**src/rtl/wk_pkg.sv**
```systemverilog
package wk_pkg;
   typedef enum logic [1:0] {
      WK_RUN     = 2'd0,
      WK_STOP    = 2'd1,
      WK_SETTLE  = 2'd2
   } wk_state_e;
endpackage

```
**src/rtl/wk_sync.sv**
```systemverilog
module wk_sync #(
   parameter int W       = 8,
   parameter int STAGES  = 2,
   parameter bit RST_VAL = 1'b1
) (
   input  logic         clk,
   input  logic         rst_n,
   input  logic [W-1:0] d,
   output logic [W-1:0] q
);
   if (STAGES < 2) begin : g_bad_stages
      $error("wk_sync: STAGES must be at least 2");
   end
   if (W < 1) begin : g_bad_width
      $error("wk_sync: W must be positive");
   end

   for (genvar b = 0; b < W; b++) begin : g_bit
      logic [STAGES-1:0] chain;
      always_ff @(posedge clk or negedge rst_n) begin
         if (!rst_n) chain <= {STAGES{RST_VAL}};
         else        chain <= {chain[STAGES-2:0], d[b]};
      end
      assign q[b] = chain[STAGES-1];
   end
endmodule

```
**src/rtl/wk_fall_det.sv**
```systemverilog
module wk_fall_det #(
   parameter int W       = 8,
   parameter bit REG_HIT = 1'b0
) (
   input  logic         clk,
   input  logic         rst_n,
   input  logic [W-1:0] level,
   input  logic [W-1:0] enable,
   input  logic         arm,
   output logic         hit
);
   logic [W-1:0] prev_q;
   logic         hit_now;

   always_ff @(posedge clk or negedge rst_n) begin
      if (!rst_n) prev_q <= '1;
      else        prev_q <= level;
   end

   assign hit_now = arm & (|(prev_q & ~level & enable));

   if (REG_HIT) begin : g_reg
      logic hit_q;
      always_ff @(posedge clk or negedge rst_n) begin
         if (!rst_n) hit_q <= 1'b0;
         else        hit_q <= hit_now & arm;
      end
      assign hit = hit_q & arm;
   end else begin : g_comb
      assign hit = hit_now;
   end
endmodule

```
**src/rtl/wk_ctrl.sv**
```systemverilog
module wk_ctrl
   import wk_pkg::*;
#(
   parameter int RESTART_CYCLES = 4
) (
   input  logic      clk,
   input  logic      rst_n,
   input  logic      stop_req,
   input  logic      hit,
   output wk_state_e state,
   output logic      wake_pulse
);
   localparam int CNT_W = (RESTART_CYCLES > 1) ? $clog2(RESTART_CYCLES) : 1;
   localparam logic [CNT_W-1:0] CNT_LAST = CNT_W'(RESTART_CYCLES - 1);

   if (RESTART_CYCLES < 1) begin : g_bad_restart
      $error("wk_ctrl: RESTART_CYCLES must be at least 1");
   end

   wk_state_e        state_q, state_d;
   logic [CNT_W-1:0] cnt_q, cnt_d;
   logic             wake_q, wake_d;

   always_comb begin
      state_d = state_q;
      cnt_d   = cnt_q;
      wake_d  = 1'b0;
      unique case (state_q)
         WK_RUN: begin
            if (stop_req) state_d = WK_STOP;
         end
         WK_STOP: begin
            if (hit) begin
               state_d = WK_SETTLE;
               cnt_d   = '0;
            end
         end
         WK_SETTLE: begin
            if (cnt_q == CNT_LAST) begin
               state_d = WK_RUN;
               wake_d  = 1'b1;
            end else begin
               cnt_d = cnt_q + 1'b1;
            end
         end
         default: state_d = WK_RUN;
      endcase
   end

   always_ff @(posedge clk or negedge rst_n) begin
      if (!rst_n) begin
         state_q <= WK_RUN;
         cnt_q   <= '0;
         wake_q  <= 1'b0;
      end else begin
         state_q <= state_d;
         cnt_q   <= cnt_d;
         wake_q  <= wake_d;
      end
   end

   assign state      = state_q;
   assign wake_pulse = wake_q;
endmodule

```
**src/rtl/wk_stop_ctrl.sv**
```systemverilog
module wk_stop_ctrl
   import wk_pkg::*;
#(
   parameter int PORT_W         = 4,
   parameter int SYNC_STAGES    = 2,
   parameter int RESTART_CYCLES = 4,
   parameter bit REG_HIT        = 1'b0
) (
   input  logic                  clk,
   input  logic                  rst_n,
   input  logic                  mask_we,
   input  logic [2*PORT_W-1:0]   mask_wdata,
   input  logic                  stop_req,
   input  logic                  dual_slow,
   input  logic [PORT_W-1:0]     port_a,
   input  logic [PORT_W-1:0]     port_b,
   output logic                  main_osc_en,
   output logic                  sub_osc_en,
   output logic                  core_halt,
   output logic                  wake_pulse
);
   localparam int PIN_W = 2 * PORT_W;

   if (PORT_W < 1) begin : g_bad_port
      $error("wk_stop_ctrl: PORT_W must be positive");
   end

   logic [PIN_W-1:0] mask_q;
   logic [PIN_W-1:0] pins_raw, pins_s;
   logic             hit;
   wk_state_e        state;

   assign pins_raw = {port_b, port_a};

   always_ff @(posedge clk or negedge rst_n) begin
      if (!rst_n)       mask_q <= '0;
      else if (mask_we) mask_q <= mask_wdata;
   end

   wk_sync #(.W(PIN_W), .STAGES(SYNC_STAGES), .RST_VAL(1'b1)) u_sync (
      .clk   (clk),
      .rst_n (rst_n),
      .d     (pins_raw),
      .q     (pins_s)
   );

   wk_fall_det #(.W(PIN_W), .REG_HIT(REG_HIT)) u_det (
      .clk    (clk),
      .rst_n  (rst_n),
      .level  (pins_s),
      .enable (mask_q),
      .arm    (state == WK_STOP),
      .hit    (hit)
   );

   wk_ctrl #(.RESTART_CYCLES(RESTART_CYCLES)) u_ctrl (
      .clk        (clk),
      .rst_n      (rst_n),
      .stop_req   (stop_req),
      .hit        (hit),
      .state      (state),
      .wake_pulse (wake_pulse)
   );

   assign main_osc_en = (state != WK_STOP);
   assign sub_osc_en  = dual_slow & (state != WK_STOP);
   assign core_halt   = (state != WK_RUN);
endmodule

```
**config.mk**
```make
export PLATFORM = sky130hd
export DESIGN_NAME = wk_stop_ctrl
export DESIGN_NICKNAME = d
export VERILOG_FILES = /design/src/rtl/wk_pkg.sv /design/src/rtl/wk_sync.sv /design/src/rtl/wk_fall_det.sv /design/src/rtl/wk_ctrl.sv /design/src/rtl/wk_stop_ctrl.sv
export SDC_FILE = /design/constraint.sdc
export NUM_CORES = 1
export LEC_CHECK = 0
export CAP_MARGIN = 0
export CORE_UTILIZATION = 36
export CTS_BUF_LIST = sky130_fd_sc_hd__clkbuf_4
export CTS_CLUSTER_DIAMETER = 30
export DETAILED_ROUTE_END_ITERATION = 12
export DONT_BUFFER_PORTS = 1
export MAX_ROUTING_LAYER = met4
export PLACE_DENSITY_LB_ADDON = 0.08
export SYNTH_ARGS = -nofsm -noshare
export SYNTH_HDL_FRONTEND = slang
export SYNTH_HIERARCHICAL = 1
export SYNTH_SLANG_ARGS = --single-unit
```
**constraint.sdc**
```tcl
create_clock -name clk -period 1.6 [get_ports clk]
set_clock_uncertainty 0.2 [all_clocks]
set_input_delay 0.16 -clock clk [delete_from_list [all_inputs] [get_ports clk]]
set_output_delay 0.16 -clock clk [all_outputs]
set_load 0.03 [all_outputs]
```
==> results of run 1 <==
-- per-stage QoR --
step	instance area, µm²	power (W)	setup slack, ns
after CTS	1779	0.002364	-0.1222
after detailed placement	1405	0.001683	-0.1153
after global placement	1405	0.001675	-0.09290
after floorplan	1365	0.001511	-0.1079
final	1795	0.002367	-0.1108
after global routing	1795	0.002527	-0.2076
-- Yosys cell counts, types with 2 or more instances --
cell / n / share of area (%)
nand2b_1: 3 / 1.4
nor2_1: 2 / 0.55
dfrtp_1: 13 / 24
dfstp_2: 24 / 46
nand2_1: 8 / 2.2
mux2_4: 8 / 8.8
buf_4: 8 / 4.4
o22ai_1: 4 / 1.8
a21boi_0: 2 / 1.1
inv_1: 2 / 0.55
-- worst max-delay path: cells and delay by family, from the launching register on --
family          cells  cell delay, ns
compound gates      3            0.65
flops               1            0.55
simple gates        1            0.25
-- cells in the final DEF (no fill, tap or decap) --
master	instances
dfrtp_1	13
clkbuf_4	8
or2_4	1
o22ai_1	3
nand2_1	8
nor2b_4	1
o41a_1	1
dfstp_2	24
buf_12	2
nand3b_1	1
dlygate4sd3_1	26
o221a_1	1
a21boi_1	2
nor2_1	2
inv_2	1
o221a_2	1
inv_1	1
or2b_1	1
mux2_4	8
buf_4	9
o21ai_1	1
a21oi_2	1
and2_4	1
nand2b_1	3
o22ai_2	1
ha_1	1
o21bai_1	1
or4b_1	1
-- flip-flops by register name (all words and copies together), names as in the netlist --
signal	cells
mask_q	8
u_ctrl/cnt_q	2
u_ctrl/state	2
u_ctrl/wake_pulse	1
u_det/prev_q	8
u_sync/g_bit.chain	16
-- routing by layer --
metal  global-route usage, %  wire (µm)  up-vias
met5                       -          0        -
met4                   5.966         44        0
met3                   5.616        128        7
met2                   19.15       1022       20
met1                   15.67       1017      377
li1                        -          -      361
-- how the worst max path moves through the flow --
| stage | slack [ns] | cells after the start | endpoint |
|---|---|---|---|
| 3_5_place_dp | -0.12 | 4 | u_ctrl/state[0] |
| 5_1_grt | -0.21 | 4 | u_ctrl/cnt_q[1] |
| 6_report | -0.11 | 4 | u_ctrl/state[0] |
| 2_1_floorplan | -0.11 | 5 | u_ctrl/state[0] |
| 4_1_cts | -0.12 | 4 | u_ctrl/state[0] |
| 3_3_place_gp | -0.09 | 4 | u_ctrl/cnt_q[0] |
-- cell families (layout without fill, tap and decap cells) --
group	Yosys count	after routing	synth area share (%)
muxes	8	8	8.824
and+or+nand+nor	19	19	7.538
AOI/OAI and AO/OA	12	12	6.708
DFF	37	37	70.22
adders and majority gates	1	1	0.9190
buffers and inverters	11	47	5.791
-- area by class of cell --
class                           count  area share [%]
Clock buffer                        8           3.345
Inverter                            2          0.4181
Multi-Input combinational cell     40           19.30
Sequential cell                    37           53.24
Tap cell                           46           3.206
Timing Repair Buffer               37           20.49
-- power groups by stage --
| stage | clock, W | combinational [W] | sequential, W |
|---|---|---|---|
| floorplan | 0 | 0.000367 | 0.00114 |
| global placement | 0 | 0.000526 | 0.00115 |
| detailed placement | 0 | 0.000535 | 0.00115 |
| CTS | 0.000524 | 0.000717 | 0.00112 |
| global route | 0.000571 | 0.000811 | 0.00114 |
| finish | 0.000494 | 0.000744 | 0.00113 |
-- what timing repair did --
action                                 in CTS  in global routing
endpoints found under the hold margin      54                  0
buffers inserted                            3                  1
gates resized for setup                     3                  3
setup endpoints to repair                   5                  5
hold buffers                               27                  0
pin swaps                                   6                  2
==> impl_metrics.env, run 1 <==
export IMPL_syn_avg_cell_area_um2=15.47
export IMPL_ys_async_sr_fraction_pct=100.0
export IMPL_first_pass_iters=3
export IMPL_fin_ws_ns=-0.1108
export IMPL_ys_seq_area_share_pct=70.22
export IMPL_arrival_ns=1.77
export IMPL_clk_pin_slew_ns=0.10
export IMPL_clkPwrFrac_pct=20.9
export IMPL_drive_gt1_share_pct=46.77
export IMPL_fp_dieW_um=63.50
export IMPL_vias_per_cell=4.500
export IMPL_n_antenna_cell=0
export IMPL_multiInputGateArea_um2=346.6
export IMPL_p_leak_nw=0.7754
export IMPL_r2r_setup_slack_ns=-0.11
export IMPL_violations="setup timing"
export IMPL_cp_start_kind="flip-flop"
export IMPL_rows=21
export IMPL_ant_nets=0
export IMPL_fin_crit_sh_pct=106.9
export IMPL_crit_start="u_sync/g_bit[7].chain[1]"
export IMPL_rsz0062_at_grt="true"
export IMPL_worstRegToRegCells=4
export IMPL_fin_crit_ns=1.711
export IMPL_ys_flop_type="dfstp_2"
export IMPL_grt_max_degree=38
export IMPL_internal_power_w=0.001709
export IMPL_synth_cell_types=24
export IMPL_syn_nets=110
export IMPL_rr_endpoint="u_ctrl/state[0]"
export IMPL_grt_pass1_vias=859
export IMPL_fmax_mhz=584.5
export IMPL_cts_sinks=37
export IMPL_worstReg2RegStart="u_sync/g_bit[7].chain[1]"
export IMPL_io_pin_count=25
export IMPL_insertion_delay_ns=0.32
export IMPL_setup_viol=3
export IMPL_ctsRootBufferMaster="clkbuf_4"
export IMPL_comb_power_share_pct=31.4
export IMPL_min_path_type="input pin to asynchronous set/reset pin"
export IMPL_peakVddDrop_uv=751.2
export IMPL_vias=765
export IMPL_grtUsageTotal_pct=13.14
export IMPL_synthToLayoutAreaGrowth_pct=31.89
export IMPL_synth_edf_count=0
export IMPL_relSlewSlack_pct=81.08
export IMPL_antenna_found_initial=0
export IMPL_ys_warn_count=6
export IMPL_die_area_um2=4032
export IMPL_coreArea_um2=3468
export IMPL_gp_congestion=0.7273
export IMPL_cpPeakStageDelay_ns=0.55
export IMPL_fin_setup_tns_ns=-0.3144
export IMPL_sw_frac_of_total_pct=27.79
export IMPL_status="finished with violations"
export IMPL_wire_per_inst_um=13.01
export IMPL_grt_overflow=0
export IMPL_syn_inst=88
export IMPL_synth_area_um2=1361
export IMPL_critical_path_endpoint_type="flip-flop"
export IMPL_fillers=319
export IMPL_pwr_share_seq_pct=47.7
export IMPL_clockBufferDepth=2
export IMPL_port_buffers=0
export IMPL_fin_util_pct=51.77
export IMPL_path_max_fanout=4
export IMPL_drv_slew=0
export IMPL_placed_cells=131
export IMPL_layout_cells_non_filler=170
export IMPL_fp_dieH_um=63.50
export IMPL_crit_chain="o22ai_2, o41a_1, or2b_1, a21oi_2"
export IMPL_cts_buffers=5
export IMPL_route_detailed_drc=0
export IMPL_seq_area_um2=955.9
export IMPL_whs_ns=0.09469
export IMPL_htree_levels=2
export IMPL_cts_tree="done"
export IMPL_p_per_area_nw_per_um2=1318
export IMPL_maxCapViolations=0
export IMPL_tightestPinTransition_ns=0.2840
export IMPL_switchingPower_w=0.0006578
export IMPL_hpwl_um=1378
export IMPL_drtIter0Drc=12
export IMPL_final_nets=145
export IMPL_path_class="flip-flop to flip-flop"
export IMPL_crit_required_ns=1.66
export IMPL_drt_wl_total_um=2212
export IMPL_start_util_pct=39.25
export IMPL_grt_first_pass_wirelength_um=3808
export IMPL_hold_viol_final=0
export IMPL_cp_slowest_cell="dfstp_2"
export IMPL_synth_seq_cells=37
No activity file was read; power rests on OpenSTA's default activity.
==> run 2, diff against run 1 <==
SETUP_SLACK_MARGIN = 0.2   (was default)
==> impl_metrics.env, run 2 (synthesis gave the netlist of run 1 again) <==
export IMPL_relSlewSlack_pct=62.53
export IMPL_p_per_area_nw_per_um2=1417
export IMPL_gp_congestion=0.6814
export IMPL_route_detailed_drc=0
export IMPL_synthToLayoutAreaGrowth_pct=27.57
export IMPL_violations="setup timing"
export IMPL_layout_cells_most_common_list="dfstp_2 (24), dlygate4sd3_1 (19), dfrtp_1 (13), mux2_4 (8), nand2_1 (8)"
export IMPL_fp_dieH_um=63.50
export IMPL_fin_ws_ns=-0.1260
export IMPL_peakVddDrop_uv=886.3
export IMPL_htree_levels=2
export IMPL_start_util_pct=39.25
export IMPL_largest_register="u_sync/g_bit.chain"
export IMPL_insertion_delay_ns=0.33
export IMPL_ant_nets=0
export IMPL_cts_sinks=37
export IMPL_drtIter0Drc=34
export IMPL_grt_first_pass_wirelength_um=3877
export IMPL_vias_per_cell=4.584
export IMPL_arrival_ns=1.80
export IMPL_wire_per_inst_um=13.36
export IMPL_crit_chain="o22ai_2, o41a_1, a21boi_1, o221a_1"
export IMPL_first_pass_iters=4
export IMPL_critical_path_endpoint_type="flip-flop"
export IMPL_drt_wl_total_um=2151
export IMPL_fmax_mhz=579.4
export IMPL_hold_viol_final=0
export IMPL_final_common_cell="dfstp_2"
export IMPL_fp_dieW_um=63.50
export IMPL_rsz0062_at_grt="true"
export IMPL_tightestPinTransition_ns=0.5602
export IMPL_port_buffers=0
export IMPL_io_pin_count=25
export IMPL_fin_crit_sh_pct=107.9
export IMPL_crit_required_ns=1.67
export IMPL_cp_start_kind="flip-flop"
export IMPL_clockBufferDepth=2
export IMPL_status="finished with violations"
export IMPL_hpwl_um=1365
export IMPL_n_antenna_cell=0
export IMPL_grtUsageTotal_pct=13.52
export IMPL_cts_tree="done"
export IMPL_maxCapViolations=0
export IMPL_drive_gt1_share_pct=49.57
export IMPL_antenna_found_initial=0
export IMPL_placed_cells=131
export IMPL_drv_slew=0
export IMPL_fin_util_pct=50.07
export IMPL_grt_max_degree=38
export IMPL_fin_setup_tns_ns=-0.3274
export IMPL_vias=738
export IMPL_path_max_fanout=4
export IMPL_cts_buffers=5
export IMPL_ctsRootBufferMaster="clkbuf_4"
export IMPL_min_path_type="input pin to asynchronous set/reset pin"
export IMPL_clk_pin_slew_ns=0.11
export IMPL_p_leak_nw=0.7460
export IMPL_largest_reg_flops=16
export IMPL_grt_pass1_vias=817
export IMPL_setup_viol=3
export IMPL_cpPeakStageDelay_ns=0.55
export IMPL_dp_slack_ns=-0.09332
export IMPL_grt_overflow=0
export IMPL_final_nets=136
export IMPL_coreArea_um2=3468
export IMPL_die_area_um2=4032
export IMPL_cp_slowest_cell="dfstp_2"
export IMPL_path_class="flip-flop to flip-flop"
export IMPL_layout_cells_non_filler=161
export IMPL_rows=21
export IMPL_fin_crit_ns=1.726
export IMPL_top_regs="u_sync/g_bit.chain: 16 flops, mask_q: 8 flops, u_det/prev_q: 8 flops"
-- run 2: cell count changes in the layout (fill, tap and decap cells not counted), sizes merged --
cell | before | now
bufinv | 0 | 1
dlygate4sd3 | 26 | 19
buf | 11 | 9
clkinv | 0 | 1
clkbuf | 8 | 6
-- run 2: path summary, 6_finish.rpt --
check,startpoint,endpoint,slack (ns),cells after the start
max in group asynchronous,rst_n,u_sync/g_bit[5].chain[1],0.88,2
min,rst_n,mask_q[2],0.06,2
max,u_sync/g_bit[7].chain[1],u_ctrl/cnt_q[0],-0.13,4
min in group clk,u_sync/g_bit[1].chain[0],u_sync/g_bit[1].chain[1],0.16,0
min reg2reg,u_sync/g_bit[1].chain[0],u_sync/g_bit[1].chain[1],0.16,0
max reg2reg,u_sync/g_bit[7].chain[1],u_ctrl/cnt_q[0],-0.13,4
-- run 2: cell type report --
cell class	count	area, µm²
clock inverter	2	33.78
sequential	37	955.9
multi-input combinational	40	359.1
tap	46	57.56
timing repair buffer	28	277.8
clock buffer	6	45.04
inverter	2	7.507
fill	324	1732
-- run 2: worst max-delay path: cells and delay by family, from the launching register on --
family / cells / cell delay, ns
AO/OA/AOI/OAI: 4 / 0.92
flip-flops: 1 / 0.55
-- run 2: metrics by stage --
stage               total power [W]  instance area [µm²]  hold WS [ns]
floorplan                  0.001517                 1366       -0.3356
global placement           0.001666                 1394       -0.3344
detailed placement         0.001662                 1394       -0.3338
CTS                        0.002471                 1714       0.05384
global route               0.002616                 1737       0.05606
finish                     0.002461                 1737       0.05890
-- run 2: per-layer routing --
| metal | track usage, % | part of all wire (%) |
|---|---|---|
| met2 | 19.55 | 46 |
| met1 | 16.43 | 46 |
| met3 | 5.072 | 5.8 |
| met5 | - | 0 |
| met4 | 6.818 | 2.4 |
-- run 2: report_power, final --
part	leakage, nW	switching, W	internal (W)
Clock	0.0433	0.000285	0.000342
Combinational	0.291	0.000324	0.000386
Sequential	0.412	0.0000653	0.00106
-- run 2: what timing repair did --
item | CTS | global route
endpoints found under the setup margin | 7 | 7
pin swaps | 2 | 5
hold endpoints to repair | 54 | 0
hold buffers | 20 | 0
gates resized for setup | 5 | 4
setup buffers | 2 | 0
